`src/rtl/rxseq_pkg.sv`:
```
package rxseq_pkg;

  localparam int CTL_W       = 8;
  localparam int CTL_NAK_BIT = 7;
  localparam int CNT_W       = 7;
  localparam int BYTE_W      = 8;
  localparam int ACK_SLOT    = 8;

  typedef enum logic [1:0] {
    PH_IDLE = 2'd0,
    PH_LOW  = 2'd1,
    PH_HIGH = 2'd2
  } phase_e;

  function automatic logic [CNT_W-1:0] clamp_count(input logic [CNT_W-1:0] raw,
                                                    input int unsigned     depth);
    if (int'(raw) > int'(depth)) return CNT_W'(depth);
    return raw;
  endfunction

  function automatic logic master_acks(input logic [CNT_W-1:0] left,
                                       input logic             refuse_last);
    return !(refuse_last && (left == CNT_W'(1)));
  endfunction

endpackage

```
`src/rtl/rxseq_fifo.sv`:
```
module rxseq_fifo #(
  parameter int DEPTH = 64,
  parameter int DW    = 8
) (
  input  logic          clk,
  input  logic          rst_n,
  input  logic          push,
  input  logic [DW-1:0] push_data,
  input  logic          pop,
  output logic [DW-1:0] head,
  output logic          empty,
  output logic          full
);
  localparam int AW = (DEPTH > 1) ? $clog2(DEPTH) : 1;
  localparam int LW = AW + 1;

  logic [DW-1:0] mem [DEPTH];
  logic [AW-1:0] wr_ptr, rd_ptr;
  logic [LW-1:0] level;
  logic          do_pop, do_push;

  assign empty   = (level == '0);
  assign full    = (level == LW'(DEPTH));
  assign do_pop  = pop && !empty;
  assign do_push = push && !full;
  assign head    = mem[rd_ptr];

  function automatic logic [AW-1:0] bump(input logic [AW-1:0] p);
    return (p == AW'(DEPTH - 1)) ? '0 : p + 1'b1;
  endfunction

  always_ff @(posedge clk) begin
    if (do_push) mem[wr_ptr] <= push_data;
  end

  always_ff @(posedge clk or negedge rst_n) begin
    if (!rst_n) begin
      wr_ptr <= '0;
      rd_ptr <= '0;
      level  <= '0;
    end else begin
      if (do_push) wr_ptr <= bump(wr_ptr);
      if (do_pop)  rd_ptr <= bump(rd_ptr);
      case ({do_push, do_pop})
        2'b10:   level <= level + 1'b1;
        2'b01:   level <= level - 1'b1;
        default: level <= level;
      endcase
    end
  end

  p_no_overflow_r8: assert property (@(posedge clk) disable iff (!rst_n)
    push |-> !full);

  p_pop_empty_ignored_r7: assert property (@(posedge clk) disable iff (!rst_n)
    (pop && empty && !push) |=> empty);

endmodule

```
`src/rtl/rxseq_bit_timer.sv`:
```
module rxseq_bit_timer #(
  parameter int HALF_CYC = 4
) (
  input  logic clk,
  input  logic rst_n,
  input  logic run,
  input  logic hold,
  output logic last
);
  localparam int TW = (HALF_CYC > 1) ? $clog2(HALF_CYC) : 1;

  logic [TW-1:0] cnt;

  assign last = run && (cnt == TW'(HALF_CYC - 1));

  always_ff @(posedge clk or negedge rst_n) begin
    if (!rst_n)            cnt <= '0;
    else if (!run)         cnt <= '0;
    else if (last && hold) cnt <= cnt;
    else if (last)         cnt <= '0;
    else                   cnt <= cnt + 1'b1;
  end

  p_idle_count_zero_r1: assert property (@(posedge clk) disable iff (!rst_n)
    !run |=> (cnt == '0));

endmodule

```
`src/rtl/rxseq_ctrl.sv`:
```
module rxseq_ctrl
  import rxseq_pkg::*;
#(
  parameter int DEPTH = 64
) (
  input  logic              clk,
  input  logic              rst_n,
  input  logic              ctl_we,
  input  logic [CTL_W-1:0]  ctl_wdata,
  input  logic              sda_i,
  input  logic              fifo_full,
  input  logic              half_last,
  output logic              run,
  output logic              stall,
  output logic              scl_oe,
  output logic              sda_oe,
  output logic              busy,
  output logic              push,
  output logic [BYTE_W-1:0] push_data,
  output logic              done_evt
);
  phase_e           phase;
  logic [3:0]       bit_idx;
  logic [CNT_W-1:0] left;
  logic             refuse_last;
  logic [BYTE_W-1:0] shreg;
  logic             accept;
  logic [CNT_W-1:0] eff_cnt;
  logic             in_ack;

  assign accept    = ctl_we && (phase == PH_IDLE);
  assign eff_cnt   = clamp_count(ctl_wdata[CNT_W-1:0], DEPTH);
  assign in_ack    = (bit_idx == 4'(ACK_SLOT));
  assign run       = (phase != PH_IDLE);
  assign busy      = run;
  assign stall     = (phase == PH_LOW) && in_ack && fifo_full;
  assign scl_oe    = (phase == PH_LOW);
  assign sda_oe    = run && in_ack && master_acks(left, refuse_last);
  assign push      = (phase == PH_HIGH) && half_last && in_ack;
  assign push_data = shreg;
  assign done_evt  = (push && (left == CNT_W'(1))) || (accept && (eff_cnt == '0));

  always_ff @(posedge clk or negedge rst_n) begin
    if (!rst_n) begin
      phase       <= PH_IDLE;
      bit_idx     <= '0;
      left        <= '0;
      refuse_last <= 1'b0;
      shreg       <= '0;
    end else begin
      case (phase)
        PH_IDLE: begin
          if (accept && (eff_cnt != '0)) begin
            phase       <= PH_LOW;
            left        <= eff_cnt;
            refuse_last <= ctl_wdata[CTL_NAK_BIT];
            bit_idx     <= '0;
          end
        end
        PH_LOW: begin
          if (half_last && !stall) phase <= PH_HIGH;
        end
        PH_HIGH: begin
          if (half_last) begin
            if (!in_ack) begin
              shreg   <= {shreg[BYTE_W-2:0], sda_i};
              bit_idx <= bit_idx + 1'b1;
              phase   <= PH_LOW;
            end else if (left == CNT_W'(1)) begin
              bit_idx <= '0;
              phase   <= PH_IDLE;
            end else begin
              left    <= left - 1'b1;
              bit_idx <= '0;
              phase   <= PH_LOW;
            end
          end
        end
        default: phase <= PH_IDLE;
      endcase
    end
  end

  p_start_drives_scl_r1: assert property (@(posedge clk) disable iff (!rst_n)
    (accept && (eff_cnt != '0)) |=> (busy && scl_oe));

  p_zero_stays_idle_r5: assert property (@(posedge clk) disable iff (!rst_n)
    (accept && (eff_cnt == '0)) |=> !busy);

  p_sda_moves_scl_low_r3: assert property (@(posedge clk) disable iff (!rst_n)
    $rose(sda_oe) |-> scl_oe);

  p_busy_write_ignored_r6: assert property (@(posedge clk) disable iff (!rst_n)
    (ctl_we && busy) |=> $stable(refuse_last));

  p_stall_holds_scl_r8: assert property (@(posedge clk) disable iff (!rst_n)
    stall |=> scl_oe);

endmodule

```
`src/rtl/rx_burst_seq.sv`:
```
module rx_burst_seq
  import rxseq_pkg::*;
#(
  parameter int DEPTH    = 64,
  parameter int HALF_CYC = 4
) (
  input  logic              clk,
  input  logic              rst_n,
  input  logic              ctl_we,
  input  logic [CTL_W-1:0]  ctl_wdata,
  input  logic              ie_done,
  input  logic              sts_clr,
  input  logic              pop,
  input  logic              sda_i,
  output logic              scl_oe,
  output logic              sda_oe,
  output logic              busy,
  output logic              done_sts,
  output logic              irq,
  output logic [BYTE_W-1:0] rd_data,
  output logic              rx_empty
);
  logic              run, stall, half_last;
  logic              push, done_evt, fifo_full;
  logic [BYTE_W-1:0] push_data;

  rxseq_bit_timer #(.HALF_CYC(HALF_CYC)) u_timer (
    .clk  (clk),
    .rst_n(rst_n),
    .run  (run),
    .hold (stall),
    .last (half_last)
  );

  rxseq_ctrl #(.DEPTH(DEPTH)) u_ctrl (
    .clk      (clk),
    .rst_n    (rst_n),
    .ctl_we   (ctl_we),
    .ctl_wdata(ctl_wdata),
    .sda_i    (sda_i),
    .fifo_full(fifo_full),
    .half_last(half_last),
    .run      (run),
    .stall    (stall),
    .scl_oe   (scl_oe),
    .sda_oe   (sda_oe),
    .busy     (busy),
    .push     (push),
    .push_data(push_data),
    .done_evt (done_evt)
  );

  rxseq_fifo #(.DEPTH(DEPTH), .DW(BYTE_W)) u_fifo (
    .clk      (clk),
    .rst_n    (rst_n),
    .push     (push),
    .push_data(push_data),
    .pop      (pop),
    .head     (rd_data),
    .empty    (rx_empty),
    .full     (fifo_full)
  );

  always_ff @(posedge clk or negedge rst_n) begin
    if (!rst_n)        done_sts <= 1'b0;
    else if (done_evt) done_sts <= 1'b1;
    else if (sts_clr)  done_sts <= 1'b0;
  end

  assign irq = done_sts && ie_done;

  p_done_sets_status_r4: assert property (@(posedge clk) disable iff (!rst_n)
    done_evt |=> done_sts);

  p_busy_fall_done_r4: assert property (@(posedge clk) disable iff (!rst_n)
    $fell(busy) |-> done_sts);

endmodule

```
`config.mk`:
```
export PLATFORM = sky130hd
export DESIGN_NAME = rx_burst_seq
export DESIGN_NICKNAME = d
export VERILOG_FILES = /design/src/rtl/rxseq_pkg.sv /design/src/rtl/rxseq_fifo.sv /design/src/rtl/rxseq_bit_timer.sv /design/src/rtl/rxseq_ctrl.sv /design/src/rtl/rx_burst_seq.sv
export SDC_FILE = /design/constraint.sdc
export NUM_CORES = 1
export LEC_CHECK = 0
export BUFFER_PORTS_ARGS = -buffer_cell sky130_fd_sc_hd__buf_4
export CORE_MARGIN = 2
export CORE_UTILIZATION = 57
export DETAILED_ROUTE_END_ITERATION = 10
export GPL_ROUTABILITY_DRIVEN = 0
export PLACE_DENSITY = 0.74
export SETUP_SLACK_MARGIN = 0.4
export SLEW_MARGIN = 40
export SYNTH_ARGS = -nofsm -noshare
export SYNTH_HDL_FRONTEND = slang
export SYNTH_SLANG_ARGS = --single-unit
```
`constraint.sdc`:
```
create_clock -name clk -period 2.6 [get_ports clk]
set_input_delay 0.39 -clock clk [delete_from_list [all_inputs] [get_ports clk]]
set_output_delay 0.39 -clock clk [all_outputs]
set_load 0.05 [all_outputs]
```
After elaboration in Yosys (flattened, before gate mapping):

Memory sizes are Yosys's and may differ from the RTL's.
Index checks and enable logic that the tools add are counted.

* flip-flop bits (word level): 44
* memory bits (writable): 512
* memories kept: 1
* output and inout port bits: 14
* bits of input ports: 15

Memories
* u_fifo.mem: depth 64, bits a word 8, read ports 1, clocked after memory_dff 0, wr ports 1, line rxseq_fifo.sv:17 `logic [DW-1:0] mem [DEPTH];`

* add/subtract/negate cells: 7
* muxes and demuxes: 28
* bitwise logic cells: 1
* reductions and logical operators: 35
* order comparisons: 1
* equality and inequality tests: 16

Operators with widths (count)
* $mux 7: 6
* $pmux 7 s2: 2
* $logic_and 1x1->1: 17
* $logic_not 7->1: 2
* $mux 2: 7
* $sub 7x1->7 const B: 2
* $add 6x1->6 const B: 2
* $eq 6x6->1 const B: 2
* $mux 4: 3
* $mux 6: 2
* $reduce_and 3->1: 3
* $pmux 4 s2: 1
* $reduce_bool 2->1: 4
* $add 7x1->7 const B: 1
* $eq 7x1->1 const B: 1
* $eq 7x7->1 const B: 1
* $gt 7x7->1 const B: 1
* $reduce_bool 7->1: 1
* $eq 2x2->1 const B: 3
* $mux 1: 6
* $ne 2x1->1 const B: 3
* $ne 2x2->1 const B: 3
* $pmux 2 s3: 1
* $reduce_and 5->1: 1
* 9 further kinds: 13

Longest topological paths before layout:

Gate-level depths: netlist of the first run.

* depth in word-level cells: 7
* mapped depth: 14
* mapped depth without buffers: 13

Modules after synthesis:

Synthesis of the first run repeated with hierarchy kept, for this count alone.

* cells, all modules: 1200
* area total of the unflattened synthesis: 22663.0 um2

By module, submodules not included
* rxseq_fifo: area an instance 21207.8 um2, instances 1, seq. area each 15850.2 um2, cells an instance 1055
* rxseq_ctrl: area an instance 1307.5 um2, instances 1, seq. area each 550.5 um2, cells an instance 132
* rxseq_bit_timer: area an instance 105.1 um2, instances 1, seq. area each 50.0 um2, cells an instance 9
* rx_burst_seq: area an instance 42.5 um2, instances 1, seq. area each 25.0 um2, cells an instance 4

Worst setup path before layout of the first run:

Ideal clock, no wire load.

* kind: reg2reg
* start point: register u_ctrl.bit_idx[0]
* end point: register u_fifo.level[6]
* data arrival time: 2.749 ns
* required time: 2.520 ns
* cell stages (with the launch flop): 15
* slack: -0.229 ns
* clock period less this slack: 2.829 ns
* cell sequence: dfrtp_1 -> inv_1 -> ha_1 -> and3b_1 -> and3_1 -> buf_2 -> nand2_1 -> ha_1 -> inv_1 -> fa_1 -> nor2b_1 -> o21ai_0 -> a211o_1 -> o211ai_1 -> xnor2_1

* cells in the longest elaborated chain, start to end: 5
* elaborated cells between the ends (all ways): 7
* classes of those cells: eq/ne (3); mux (1); reduce/logical (3)

RTL lines
* start: declaration: line rxseq_ctrl.sv:23 `logic [3:0] bit_idx;`
* start signal: assignment: line rxseq_ctrl.sv:67 `bit_idx <= bit_idx + 1'b1;`
* $eq 4x4->1 *: line rxseq_ctrl.sv:33 `assign in_ack = (bit_idx == 4'(ACK_SLOT));`
* $logic_and 1x1->1 *: line rxseq_ctrl.sv:39 `assign push = (phase == PH_HIGH) && half_last && in_ack;`
* $logic_and 1x1->1 *: line rxseq_fifo.sv:25 `assign do_push = push && !full;`
* $eq 2x1->1 / $eq 2x2->1 (equally long branches): line rxseq_fifo.sv:44 `case ({do_push, do_pop})`
* $pmux 7 s2 / $reduce_bool 2->1 (equally long branches)
* end signal: assignment: line rxseq_fifo.sv:45 `2'b10: level <= level + 1'b1;`
* end signal: assignment: line rxseq_fifo.sv:46 `2'b01: level <= level - 1'b1;`
* end signal: assignment: line rxseq_fifo.sv:47 `default: level <= level;`
* end: declaration: line rxseq_fifo.sv:19 `logic [LW-1:0] level;`

Every way passes the cells marked *; elsewhere a longest branch is shown, timed or not.
A chain may end at the register's enable or synchronous reset.

Worst setup path after layout of the first run:

* start point: register u_fifo.rd_ptr[0]
* end point: output rd_data[5]

* cells in the longest elaborated chain, start to end: 1

RTL lines
* start: declaration: line rxseq_fifo.sv:18 `logic [AW-1:0] wr_ptr, rd_ptr;`
* start signal: assignment: line rxseq_fifo.sv:43 `if (do_pop) rd_ptr <= bump(rd_ptr);`
* $mem_v2 64x8
* end: declaration: line rx_burst_seq.sv:20 `output logic [BYTE_W-1:0] rd_data,`

No other way between the ends.

==> results of run 1 <==
## final timing paths
path | cells after the start | startpoint | slack (ns) | endpoint
min reg2reg | 1 | u_ctrl.bit_idx[3] | 0.51 | u_ctrl.bit_idx[3]
max reg2reg | 12 | u_fifo.level[3] | 0.05 | u_fifo.level[6]
max | 8 | u_fifo.rd_ptr[0] | -0.79 | rd_data[5]
min in group asynchronous | 2 | rst_n | 0.35 | u_fifo.wr_ptr[4]
min | 2 | sda_i | 0.02 | u_ctrl.push_data[0]
max in group asynchronous | 2 | rst_n | 1.76 | u_fifo.rd_ptr[0]
## worst max-delay path, cell delays in order, from the launching register on
cell      delay (ns)
dfrtp_4         0.54
buf_12          0.17
buf_12          0.13
buf_16          0.14
mux4_2          0.51
a221oi_4        0.38
o21ai_4         0.11
a22o_4          0.26
buf_6           0.15
## timing repair
| action | 4_1_cts | 5_1_grt |
|---|---|---|
| setup buffers | 47 | 14 |
| setup endpoints to repair | 494 | 489 |
| cloned | 6 | 0 |
| resized for setup | 177 | 37 |
| hold endpoints to repair | 45 | 0 |
| pin swaps | 87 | 25 |
| hold buffers | 2 | 0 |
## layout make-up
cell class | instances | area share, %
sequential | 556 | 58.28
inverter | 17 | 0.2343
multi-input combinational | 530 | 22.42
clock inverter | 34 | 1.251
clock buffer | 67 | 5.124
tap | 518 | 2.290
timing repair buffer | 247 | 10.40
## sequential cells by signal (all words and copies together) (netlist names)
register and count:
done_sts 1, u_fifo.mem 512, u_ctrl.push_data 8, u_ctrl.left 7
u_ctrl.bit_idx 4, u_timer.cnt 2, u_ctrl.phase 2, u_fifo.level 7
u_ctrl.refuse_last 1, u_fifo.rd_ptr 6, u_fifo.wr_ptr 6
## metal layers
metal / share of wire, % / track usage (%) / vias up / routed length [um]
met1: 38 / 36.83 / 6436 / 20370
met2: 50 / 45.02 / 651 / 27090
li1: - / - / 5265 / -
met4: 3.6 / 10.16 / 0 / 1941
met5: 0 / 0 / - / 0
met3: 8.2 / 4.584 / 136 / 4402
## power groups by stage
stage          Combinational (mW)  Sequential (mW)  Clock [mW]
2_1_floorplan                5.02             10.7           0
3_3_place_gp                 7.58             10.8           0
3_5_place_dp                 7.67             10.8           0
4_1_cts                      8.95             10.6        7.96
5_1_grt                      9.86             10.7        8.32
6_report                     9.37             10.7        7.93
## synthesized netlist by cell type, drive strengths merged (6+ instances only)
cell | n | share of area (%)
a211oi | 9 | 0.30
a21oi | 39 | 0.88
a221oi | 6 | 0.32
a22o | 14 | 0.55
a22oi | 35 | 1.2
and3 | 10 | 0.28
buf | 35 | 1.1
clkbuf | 27 | 0.46
dfrtp | 44 | 5.0
edfxtp | 512 | 69
ha | 13 | 0.73
inv | 16 | 0.27
mux2 | 13 | 0.66
mux2i | 23 | 1.0
mux4 | 118 | 12
nand2 | 36 | 0.61
nand3 | 13 | 0.29
nand3b | 8 | 0.27
nor2 | 77 | 1.3
nor2b | 7 | 0.20
nor3 | 6 | 0.14
o21ai | 23 | 0.52
o221ai | 8 | 0.32
xnor2 | 7 | 0.28
## kinds of logic after synthesis
logic type / count (synthesis) / synth area share (%)
buf+inv: 79 / 1.807
xor+xnor: 9 / 0.3546
fa+ha+maj: 14 / 0.8217
compound gates: 168 / 5.245
flops: 556 / 74.11
simple gates: 185 / 3.962
mux: 154 / 13.70
## through the flow
step / setup TNS [ns] / worst slack [ns] / instance area, um2 / utilization, % / hold slack [ns]
global route: -6.479 / -0.8375 / 28300 / 73.40 / 0.01724
CTS: -5.783 / -0.7611 / 28010 / 72.64 / 0.0006457
floorplan: 0 / 0.1097 / 22770 / - / 0.09441
global placement: -2.255 / -0.2129 / 24650 / 63.92 / 0.4420
detailed placement: -3.162 / -0.2349 / 24650 / 63.92 / 0.4425
finish: -5.962 / -0.7946 / 28300 / 73.40 / 0.01768
==> impl_results.md, run 1 <==
- Num ports: 29
- Ys Warns: 0
- Worst-Margin Slew: between 0.8 and 0.9 ns
- Placed Cells: ~1,800
- FP Rows: 72
- Post-Layout Cell Count: 1,969
- Slew Viols, Final: 0
- CORE AREA: 0.03856 mm2
- 1st-pass router iterations: 5
- GRT Residual Overflow: 0
- F_max: between 200 and 300 MHz
- Number of port buffers: 28
- Slew headroom: ~46%
- Leakage power: between 9 and 10 nW
- HPWL Detailed: between 30,000 and 40,000 um
- Die area: 0.04060 mm2
- Top FF cell, synth: edfxtp_1
- Layout cells sized above 1: between 40% and 50%
- Status: finished with violations
- Drt first-iter violations: roughly 1,400
- Initial antenna violation count: 0
- Synth Cell Area: 0.02223 mm2
- Clk sink count: around 560
- Via density: around 6.3
- VDD IR max: just over 600 uV
- H-Tree Level Count: 2
- Die X: 201.5 um
- Seq/Total Area, Yosys: ~74%
- Final WL: 53,800 um
- Clock Skew: 0.02164 ns
- Async S/R FF share, synth: 7.914%
- Crit Path Class: flip-flop to primary output
- CP arrival: 3.00 ns
- CP Launch Type: flip-flop
- Vias in the first global route: around 13,000
- CTS tree: done
- Largest net degree at the start of global routing: 57
- CP max FO: 5
- Layout area overhead: 27.30%
- Failing checks: negative setup slack
- Final-report setup violation count: 8
- Commonest cells after routing, fill and taps aside: edfxtp_1 (512), buf_4 (128), mux4_2 (118), nor2_4 (56), clkbuf_16 (54)
- Count of cell types in the netlist: 61
- DRC viols: 0
- Worst path required time: approximately 2.2 ns
- Fill cells: between 2,000 and 2,500
- Total power: between 20 and 30 mW
- Post-layout min period: roughly 3.4 ns
- Int Pwr: around 19 mW
- Number of flops mapped to enable cells by yosys: 512
- Initial core utilization: between 50% and 60%
- Clock latency on the worst-skew pair: ~0.61 ns
- DR WL/cell: between 20 and 30 um
- Most common cell after layout, fill and taps aside: edfxtp_1
- Final WS setup: -0.7946 ns
- Mapped Avg Cell Area: ~19 um2
- Mapped Cells: ~1,200
- Clk Tree Root Cell: clkbuf_16
- Power Density: roughly 990 mW/mm2
- Synth Register Bits: ~560
- Syn nets: approximately 1,200
- Number of buffers created by CTS: 54
- Diodes inserted: 0
- Clock share of power: between 20% and 30%
- Comb power frac: ~34%
- Reg area: roughly 0.016 mm2
- Area of the multi-input gates: between 0.006 and 0.007 mm2
- Via count: between 10,000 and 15,000
- Max cap viols: 0
- Gr usage total: between 20% and 30%
- Ratio of final minimum period to clock period: 130.6%
- Worst min-delay path class: input pin to flip-flop
- RSZ-0062 raised after global routing: yes
- Seq pwr share: a little under two fifths
- Crit. End Element: primary output
- Global-route wire length before repair: 81,390 um
- Switching Share: between 30 and 40%
- Final-report hold violation count: 0
- Fin nets: 1,435
- CTS clk-pin slew, worst paths: around 0.07 ns
- NetSw: ~8.6 mW
- ANT nets after route: 0
- Clock buffer depth: 3
- DIE HEIGHT: about 200 um
No activity file was read; power rests on OpenSTA's default activity.
==> run 2, diff against run 1 <==
--- a/config.mk
+++ b/config.mk
@@ -7,10 +7,11 @@
 export LEC_CHECK = 0
 export BUFFER_PORTS_ARGS = -buffer_cell sky130_fd_sc_hd__buf_4
 export CORE_MARGIN = 2
-export CORE_UTILIZATION = 57
+export CORE_UTILIZATION = 59
+export CTS_BUF_LIST = sky130_fd_sc_hd__clkbuf_2 sky130_fd_sc_hd__clkbuf_4 sky130_fd_sc_hd__clkbuf_8
 export DETAILED_ROUTE_END_ITERATION = 10
 export GPL_ROUTABILITY_DRIVEN = 0
-export PLACE_DENSITY = 0.74
+export PLACE_DENSITY = 0.76
 export SETUP_SLACK_MARGIN = 0.4
 export SLEW_MARGIN = 40
 export SYNTH_ARGS = -nofsm -noshare
==> run 2 against run 1 <==
Effect of this change:
- the flow still finishes with violations (negative setup slack)
- utilization increased by 1.5 points
- via count about the same
- sequential power about the same
- flip-flop and latch count did not move
- sequential share of layout area is 0.64 points higher
- worst setup slack worse by 0.063 ns
- clock skew increased by 0.013 ns
- fmax is 1.8% lower
- cell area down 1.1%
- register-to-register slack is essentially flat
- critical path type unchanged
- largest cell class unchanged
- highest routed layer unchanged
==> impl_results.md, run 2 (synthesized netlist as in run 1, its figures left out) <==
- Final WS setup: -0.8573 ns (was -0.7946 ns)
- Global-route wire length before repair: 76,740 um (was 81,390 um)
- Worst hold margin: 0.05134 ns (was 0.01768 ns)
- Die X: 198.1 um (was 201.5 um)
- Final WL: 52,470 um (was 53,800 um)
- Worst path buffer plus inverter count: 4 (unchanged)
- Clock Skew: 0.03487 ns (was 0.02164 ns)
- Delay-heaviest family, CP: compound AO/OA/AOI/OAI gates (unchanged)
- Worst setup startpoint: u_fifo.rd_ptr[0] (unchanged)
- Commonest cells after routing, fill and taps aside: edfxtp_1 (512), mux4_2 (116), buf_4 (107), clkbuf_8 (92), nor2_4 (64) (was edfxtp_1 (512), buf_4 (128), mux4_2 (118), nor2_4 (56), clkbuf_16 (54))
- Gr usage total: 27.13% (was 27.18%)
- Clock buffer depth: 3 (unchanged)
- Max cap viols: 0 (unchanged)
- 1st-pass router iterations: 5 (unchanged)
- Post-place setup slack: -0.2884 ns (was -0.2349 ns)
- F_max: 289.2 MHz (was 294.6 MHz)
- Post-layout min period: 3.457 ns (was 3.395 ns)
- DR WL/cell: 26.21 um (was 27.32 um)
- Worst path required time: 2.21 ns (about the same)
- CP Launch Type: flip-flop (unchanged)
- Clock latency on the worst-skew pair: 0.66 ns (was 0.61 ns)
- Number of buffers created by CTS: 87 (was 54)
- Worst-Margin Slew: 0.9821 ns (was 0.8146 ns)
- Fill cells: 1,927 (was 2,176)
- Worst min-delay path class: input pin to flip-flop (unchanged)
- Slowest CP cell: mux4_2 (was dfrtp_4)
- Initial core utilization: 59.44% (was 57.66%)
- Hold_sp: ctl_wdata[0] (was sda_i)
- CTS clk-pin slew, worst paths: 0.06 ns (was 0.07 ns)
- Setup TNS: -6.406 ns (was -5.962 ns)
- Final-report setup violation count: 8 (unchanged)
- Slowest stage delay, CP: 0.50 ns (was 0.54 ns)
- Leakage power: 9.413 nW (was 9.496 nW)
- VDD IR max: 902.9 uV (was 613.9 uV)
- Fin nets: 1,452 (was 1,435)
- DIE HEIGHT: 198.1 um (was 201.5 um)
- Initial antenna violation count: 0 (unchanged)
- Clk sink count: 556 (unchanged)
- Num ports: 29 (unchanged)
- Failing checks: negative setup slack (unchanged)
- Vias in the first global route: 12,749 (was 12,885)
- Via density: 6.241 (was 6.342)
- Layout area overhead: 25.93% (was 27.30%)
- Number of port buffers: 28 (unchanged)
- Ratio of final minimum period to clock period: 133.0% (was 130.6%)
- CP arrival: 3.07 ns (was 3.00 ns)
- Layout cells sized above 1: 44.60% (was 43.56%)
- Slew headroom: 34.33% (was 45.53%)
- Via count: 12,495 (was 12,488)
- Die area: 0.03925 mm2 (was 0.04060 mm2)
- Final-report hold violation count: 0 (unchanged)
- RSZ-0062 raised after global routing: yes (unchanged)
- FP Rows: 71 (was 72)
- Drt first-iter violations: 1,276 (was 1,423)
- Status: finished with violations (unchanged)
- Clk Tree Root Cell: clkbuf_8 (was clkbuf_16)
- Crit Path Class: flip-flop to primary output (unchanged)
- DRC viols: 0 (unchanged)
- Most frequent CP cell: buf_4 (was buf_12)
- ANT nets after route: 0 (unchanged)
- Slew Viols, Final: 0 (unchanged)
- Largest register FFs: 512 (unchanged)
- H-Tree Level Count: 3 (was 2)
- CORE AREA: 0.03740 mm2 (was 0.03856 mm2)
- Largest net degree at the start of global routing: 67 (was 57)
- CTS tree: done (unchanged)
- Largest reg by FF count: u_fifo.mem (unchanged)
- Worst R2R Start: u_ctrl.bit_idx[0] (was u_fifo.level[3])
- CP cell instances: buf_4 > buf_12 > buf_4 > mux4_2 > a22oi_2 > a31o_2 > a21oi_1 > a31o_4 > buf_6 (was buf_12 > buf_12 > buf_16 > mux4_2 > a221oi_4 > o21ai_4 > a22o_4 > buf_6)
- CP max FO: 11 (was 5)
- Post-route design area: 0.02800 mm2 (was 0.02830 mm2)
- Power Density: 947.0 mW/mm2 (was 987.9 mW/mm2)
- Diodes inserted: 0 (unchanged)
- HPWL Detailed: 30,690 um (was 31,310 um)
- Placed cell areas: 0.02448 mm2 (was 0.02465 mm2)
- Crit. End Element: primary output (unchanged)
- Most common cell after layout, fill and taps aside: edfxtp_1 (unchanged)
- GRT Residual Overflow: 0 (unchanged)
## run 2: changes by cell type in the layout (fill, tap and decap cells not counted), sizes merged
cell,before,now
dlygate4sd3,2,3
clkinvlp,5,4
clkinv,20,28
buf,243,227
clkbuf,67,124
inv,20,17
bufinv,6,1
bufbuf,2,1
## run 2: path summary, 6_finish.rpt
| check | to | cells after the start | slack (ns) |
|---|---|---|---|
| min in group asynchronous | u_fifo.level[5] | 2 | 0.29 |
| worst max register to register | u_fifo.level[6] | 12 | 0.06 |
| worst min-delay path | u_ctrl.left[0] | 3 | 0.05 |
| worst max-delay path | rd_data[6] | 9 | -0.86 |
| worst min register to register | u_ctrl.bit_idx[3] | 1 | 0.52 |
| max in group asynchronous | u_ctrl.push_data[3] | 2 | 1.80 |
## run 2: report_power, final
group          internal, mW  switching [mW]  leakage, nW
Clock                  3.84            3.31        0.898
Combinational          4.04            4.68         3.28
Sequential             10.2           0.448         5.23
Total                  18.1            8.44         9.41
## run 2: final cells by class
type	instances	area, um2	area share, %
clock buffers	124	1506	5.381
well taps	511	639.4	2.284
multi-input cells	530	6355	22.70
repair buffers	231	2748	9.814
inverters	17	66.31	0.2369
clock inverters	33	185.2	0.6614
flip-flops and latches	556	16500	58.92
## run 2: what timing repair did
action                                 CTS  global route
gates resized for setup                153            69
gates cloned                             3             0
hold buffers                             3             0
setup endpoints to repair              518           529
pin swaps                               75            41
endpoints found under the hold margin   46             0
buffers inserted                        41            21
## run 2: worst register-to-register path: stages (launching register included)
cell,delay [ns]
dfrtp_1,0.39
inv_1,0.07
ha_2,0.18
and3b_1,0.19
and3_4,0.22
nand2_4,0.06
ha_4,0.19
buf_4,0.15
ha_1,0.38
o21ai_4,0.10
a21oi_2,0.22
o211ai_1,0.13
xnor2_1,0.14
## run 2: metrics by stage
step           power (mW)  utilization (%)  instances
5_1_grt             27.48            74.86       2002
2_1_floorplan       15.70                -       1165
6_report            26.51            74.86       2002
3_5_place_dp        18.38            65.45       1777
4_1_cts             26.20            73.54       1981
3_3_place_gp        18.27            65.44       1777
## run 2: layer usage
layer / part of all wire (%) / GRT usage [%] / vias up
met5: 0 / 0 / -
met4: 3.0 / 11.50 / 0
met3: 8.7 / 5.331 / 110
met2: 51 / 44.65 / 697
met1: 37 / 35.83 / 6365
li1: - / - / 5323
==> run 3, diff against run 2 <==
--- a/config.mk
+++ b/config.mk
@@ -12,7 +12,7 @@
 export DETAILED_ROUTE_END_ITERATION = 10
 export GPL_ROUTABILITY_DRIVEN = 0
 export PLACE_DENSITY = 0.76
-export SETUP_SLACK_MARGIN = 0.4
+export SETUP_SLACK_MARGIN = 0.2
 export SLEW_MARGIN = 40
 export SYNTH_ARGS = -nofsm -noshare
 export SYNTH_HDL_FRONTEND = slang
==> run 3 against run 2 <==
Effect of this change:
- the run still ends with negative setup slack left
- register-to-register slack better by 0.03 ns
- power down 0.57%
- largest cell class unchanged
- first-iteration DRC count down 14%
==> impl_results.md, run 3 (synthesized netlist as in run 1, its figures left out) <==
- Final WL: 50,690 um (was 52,470 um)
- DR WL/cell: 25.37 um (was 26.21 um)
- Vias in the first global route: 12,482 (was 12,749)
- F_max: 293.4 MHz (was 289.2 MHz)
- Hold_sp: ctl_wdata[2] (was ctl_wdata[0])
- 1st-pass router iterations: 5 (unchanged)
- Commonest cells after routing, fill and taps aside: edfxtp_1 (512), buf_4 (160), mux4_2 (117), clkbuf_8 (88), nor2_1 (47) (was edfxtp_1 (512), mux4_2 (116), buf_4 (107), clkbuf_8 (92), nor2_4 (64))
- Most common cell after layout, fill and taps aside: edfxtp_1 (unchanged)
- Worst min-delay path class: input pin to flip-flop (unchanged)
- RSZ-0062 raised after global routing: yes (unchanged)
- CTS clk-pin slew, worst paths: 0.06 ns (about the same)
- Worst R2R Start: u_ctrl.bit_idx[1] (was u_ctrl.bit_idx[0])
- Leakage power: 9.183 nW (was 9.413 nW)
- Die X: 198.1 um (unchanged)
- CTS tree: done (unchanged)
- Ratio of final minimum period to clock period: 131.1% (was 133.0%)
- DRC viols: 0 (unchanged)
- Switching Share: 31.56% (was 31.82%)
- Crit. End Element: primary output (unchanged)
- Number of port buffers: 28 (unchanged)
- CP Launch Type: flip-flop (unchanged)
- CP arrival: 3.02 ns (was 3.07 ns)
- Global-route wire length before repair: 75,530 um (was 76,740 um)
- Via count: 12,323 (was 12,495)
- Clock buffer depth: 3 (unchanged)
- Die area: 0.03925 mm2 (unchanged)
- Max cap viols: 0 (unchanged)
- CORE AREA: 0.03740 mm2 (unchanged)
- Slew headroom: 45.61% (was 34.33%)
- Largest net degree at the start of global routing: 67 (unchanged)
- Worst setup startpoint: u_fifo.rd_ptr[0] (unchanged)
- Final-report hold violation count: 0 (unchanged)
- Layout area overhead: 21.26% (was 25.93%)
- Largest register FFs: 512 (unchanged)
- Drt first-iter violations: 1,092 (was 1,276)
- Slew Viols, Final: 0 (unchanged)
- Clk sink count: 556 (unchanged)
- NetSw: 8.319 mW (was 8.436 mW)
- Fin nets: 1,454 (was 1,452)
- Crit Path Class: flip-flop to primary output (unchanged)
- Int Pwr: 18.04 mW (was 18.08 mW)
- Clock share of power: 25.7% (was 27.0%)
- Post-place setup slack: -0.2131 ns (was -0.2884 ns)
- Final WS setup: -0.8089 ns (was -0.8573 ns)
- Final-report setup violation count: 8 (unchanged)
- Initial antenna violation count: 1 (was 0)
- Worst-Margin Slew: 0.8159 ns (was 0.9821 ns)
- Num ports: 29 (unchanged)
- Initial core utilization: 59.44% (unchanged)
- Worst hold margin: 0.05529 ns (was 0.05134 ns)
- GRT Residual Overflow: 0 (unchanged)
- DIE HEIGHT: 198.1 um (unchanged)
- Comb power frac: 33.8% (was 32.9%)
- Gr usage total: 26.64% (was 27.13%)
- H-Tree Level Count: 3 (unchanged)
- Status: finished with violations (unchanged)
- CP max FO: 7 (was 11)
- Clk Tree Root Cell: clkbuf_8 (unchanged)
- Largest reg by FF count: u_fifo.mem (unchanged)
- Total power: 26.36 mW (was 26.51 mW)
- Post-layout min period: 3.409 ns (was 3.457 ns)
- Layout cells sized above 1: 40.82% (was 44.60%)
- Worst path required time: 2.21 ns (about the same)
- VDD IR max: 493.1 uV (was 902.9 uV)
- ANT nets after route: 0 (unchanged)
- Diodes inserted: 0 (unchanged)
- Number of buffers created by CTS: 86 (was 87)
- Via density: 6.168 (was 6.241)
- Clock Skew: 0.03820 ns (was 0.03487 ns)
- Failing checks: negative setup slack (unchanged)
- Clock latency on the worst-skew pair: 0.64 ns (was 0.66 ns)
- FP Rows: 71 (unchanged)
- Power Density: 977.8 mW/mm2 (was 947.0 mW/mm2)
- Seq pwr share: 40.5% (was 40.2%)
- HPWL Detailed: 31,300 um (was 30,690 um)
-- run 3: cell types whose count changed in the layout (fill, tap and decap cells not counted), moves of 7 or more --
cell     delta
buf_8       -9
nor2_1     +37
buf_6      -21
nand2_1     +7
buf_12     -20
nor2_4     -62
buf_4      +53
nor2_2     +25
-- run 3: worst max-delay path, cell delays in order, from the launching register on --
cell and delay (ns):
dfrtp_4 0.54, buf_12 0.15, buf_16 0.14, buf_12 0.14
mux4_2 0.44, mux2_2 0.27, or3_4 0.33, a31o_4 0.24
buf_8 0.15
-- run 3: what timing repair did --
| item | in CTS | in global routing |
|---|---|---|
| endpoints found under the hold margin | 46 | 0 |
| setup buffers | 15 | 8 |
| gates resized for setup | 52 | 69 |
| hold buffers | 3 | 0 |
| cloned | 2 | 0 |
| pin swaps | 22 | 25 |
| endpoints found under the setup margin | 304 | 323 |
-- run 3: metal layers --
metal	vias up	wire [um]	share of wire [%]	track usage [%]
li1	5307	-	-	-
met5	-	14	0.028	0
met4	2	1545	3.0	10.83
met3	106	4479	8.8	5.944
met1	6296	19690	39	36.41
met2	612	24960	49	42.25
-- run 3: path summary, 6_finish.rpt --
kind	end	slack, ns	cells after the start
max in group asynchronous	u_fifo.rd_ptr[0]	1.82	2
min reg2reg	u_ctrl.bit_idx[3]	0.49	1
min in group asynchronous	u_timer.cnt[1]	0.30	2
min	u_ctrl.left[2]	0.06	3
max reg2reg	u_fifo.level[6]	0.09	11
max	rd_data[6]	-0.81	8
-- run 3: cell type report --
| type | count | area [um2] |
|---|---|---|
| Clock buffer | 118 | 1436 |
| Timing Repair Buffer | 234 | 2369 |
| Inverter | 17 | 66.31 |
| Sequential cell | 556 | 16500 |
| Fill cell | 2161 | 10440 |
| Clock inverter | 32 | 150.1 |
| Multi-Input combinational cell | 530 | 5799 |
| Tap cell | 511 | 639.4 |
-- run 3: power groups by stage --
stage | logic, mW | clock network [mW] | registers, mW
after floorplan | 4.75 | 0 | 10.7
after detailed placement | 7.78 | 0 | 10.8
after CTS | 8.52 | 6.89 | 10.6
after global placement | 7.66 | 0 | 10.8
final | 8.90 | 6.78 | 10.7
after global routing | 9.41 | 7.26 | 10.7
-- run 3: stage by stage --
| step | std cells | setup TNS, ns | utilization [%] | cell area (um2) |
|---|---|---|---|---|
| CTS | 1990 | -6.097 | 71.12 | 26600 |
| global placement | 1820 | -1.128 | 65.67 | 24560 |
| detailed placement | 1820 | -1.381 | 65.68 | 24560 |
| global route | 1998 | -6.499 | 72.08 | 26960 |
| floorplan | 1165 | 0 | - | 22390 |
| finish | 1998 | -5.981 | 72.08 | 26960 |
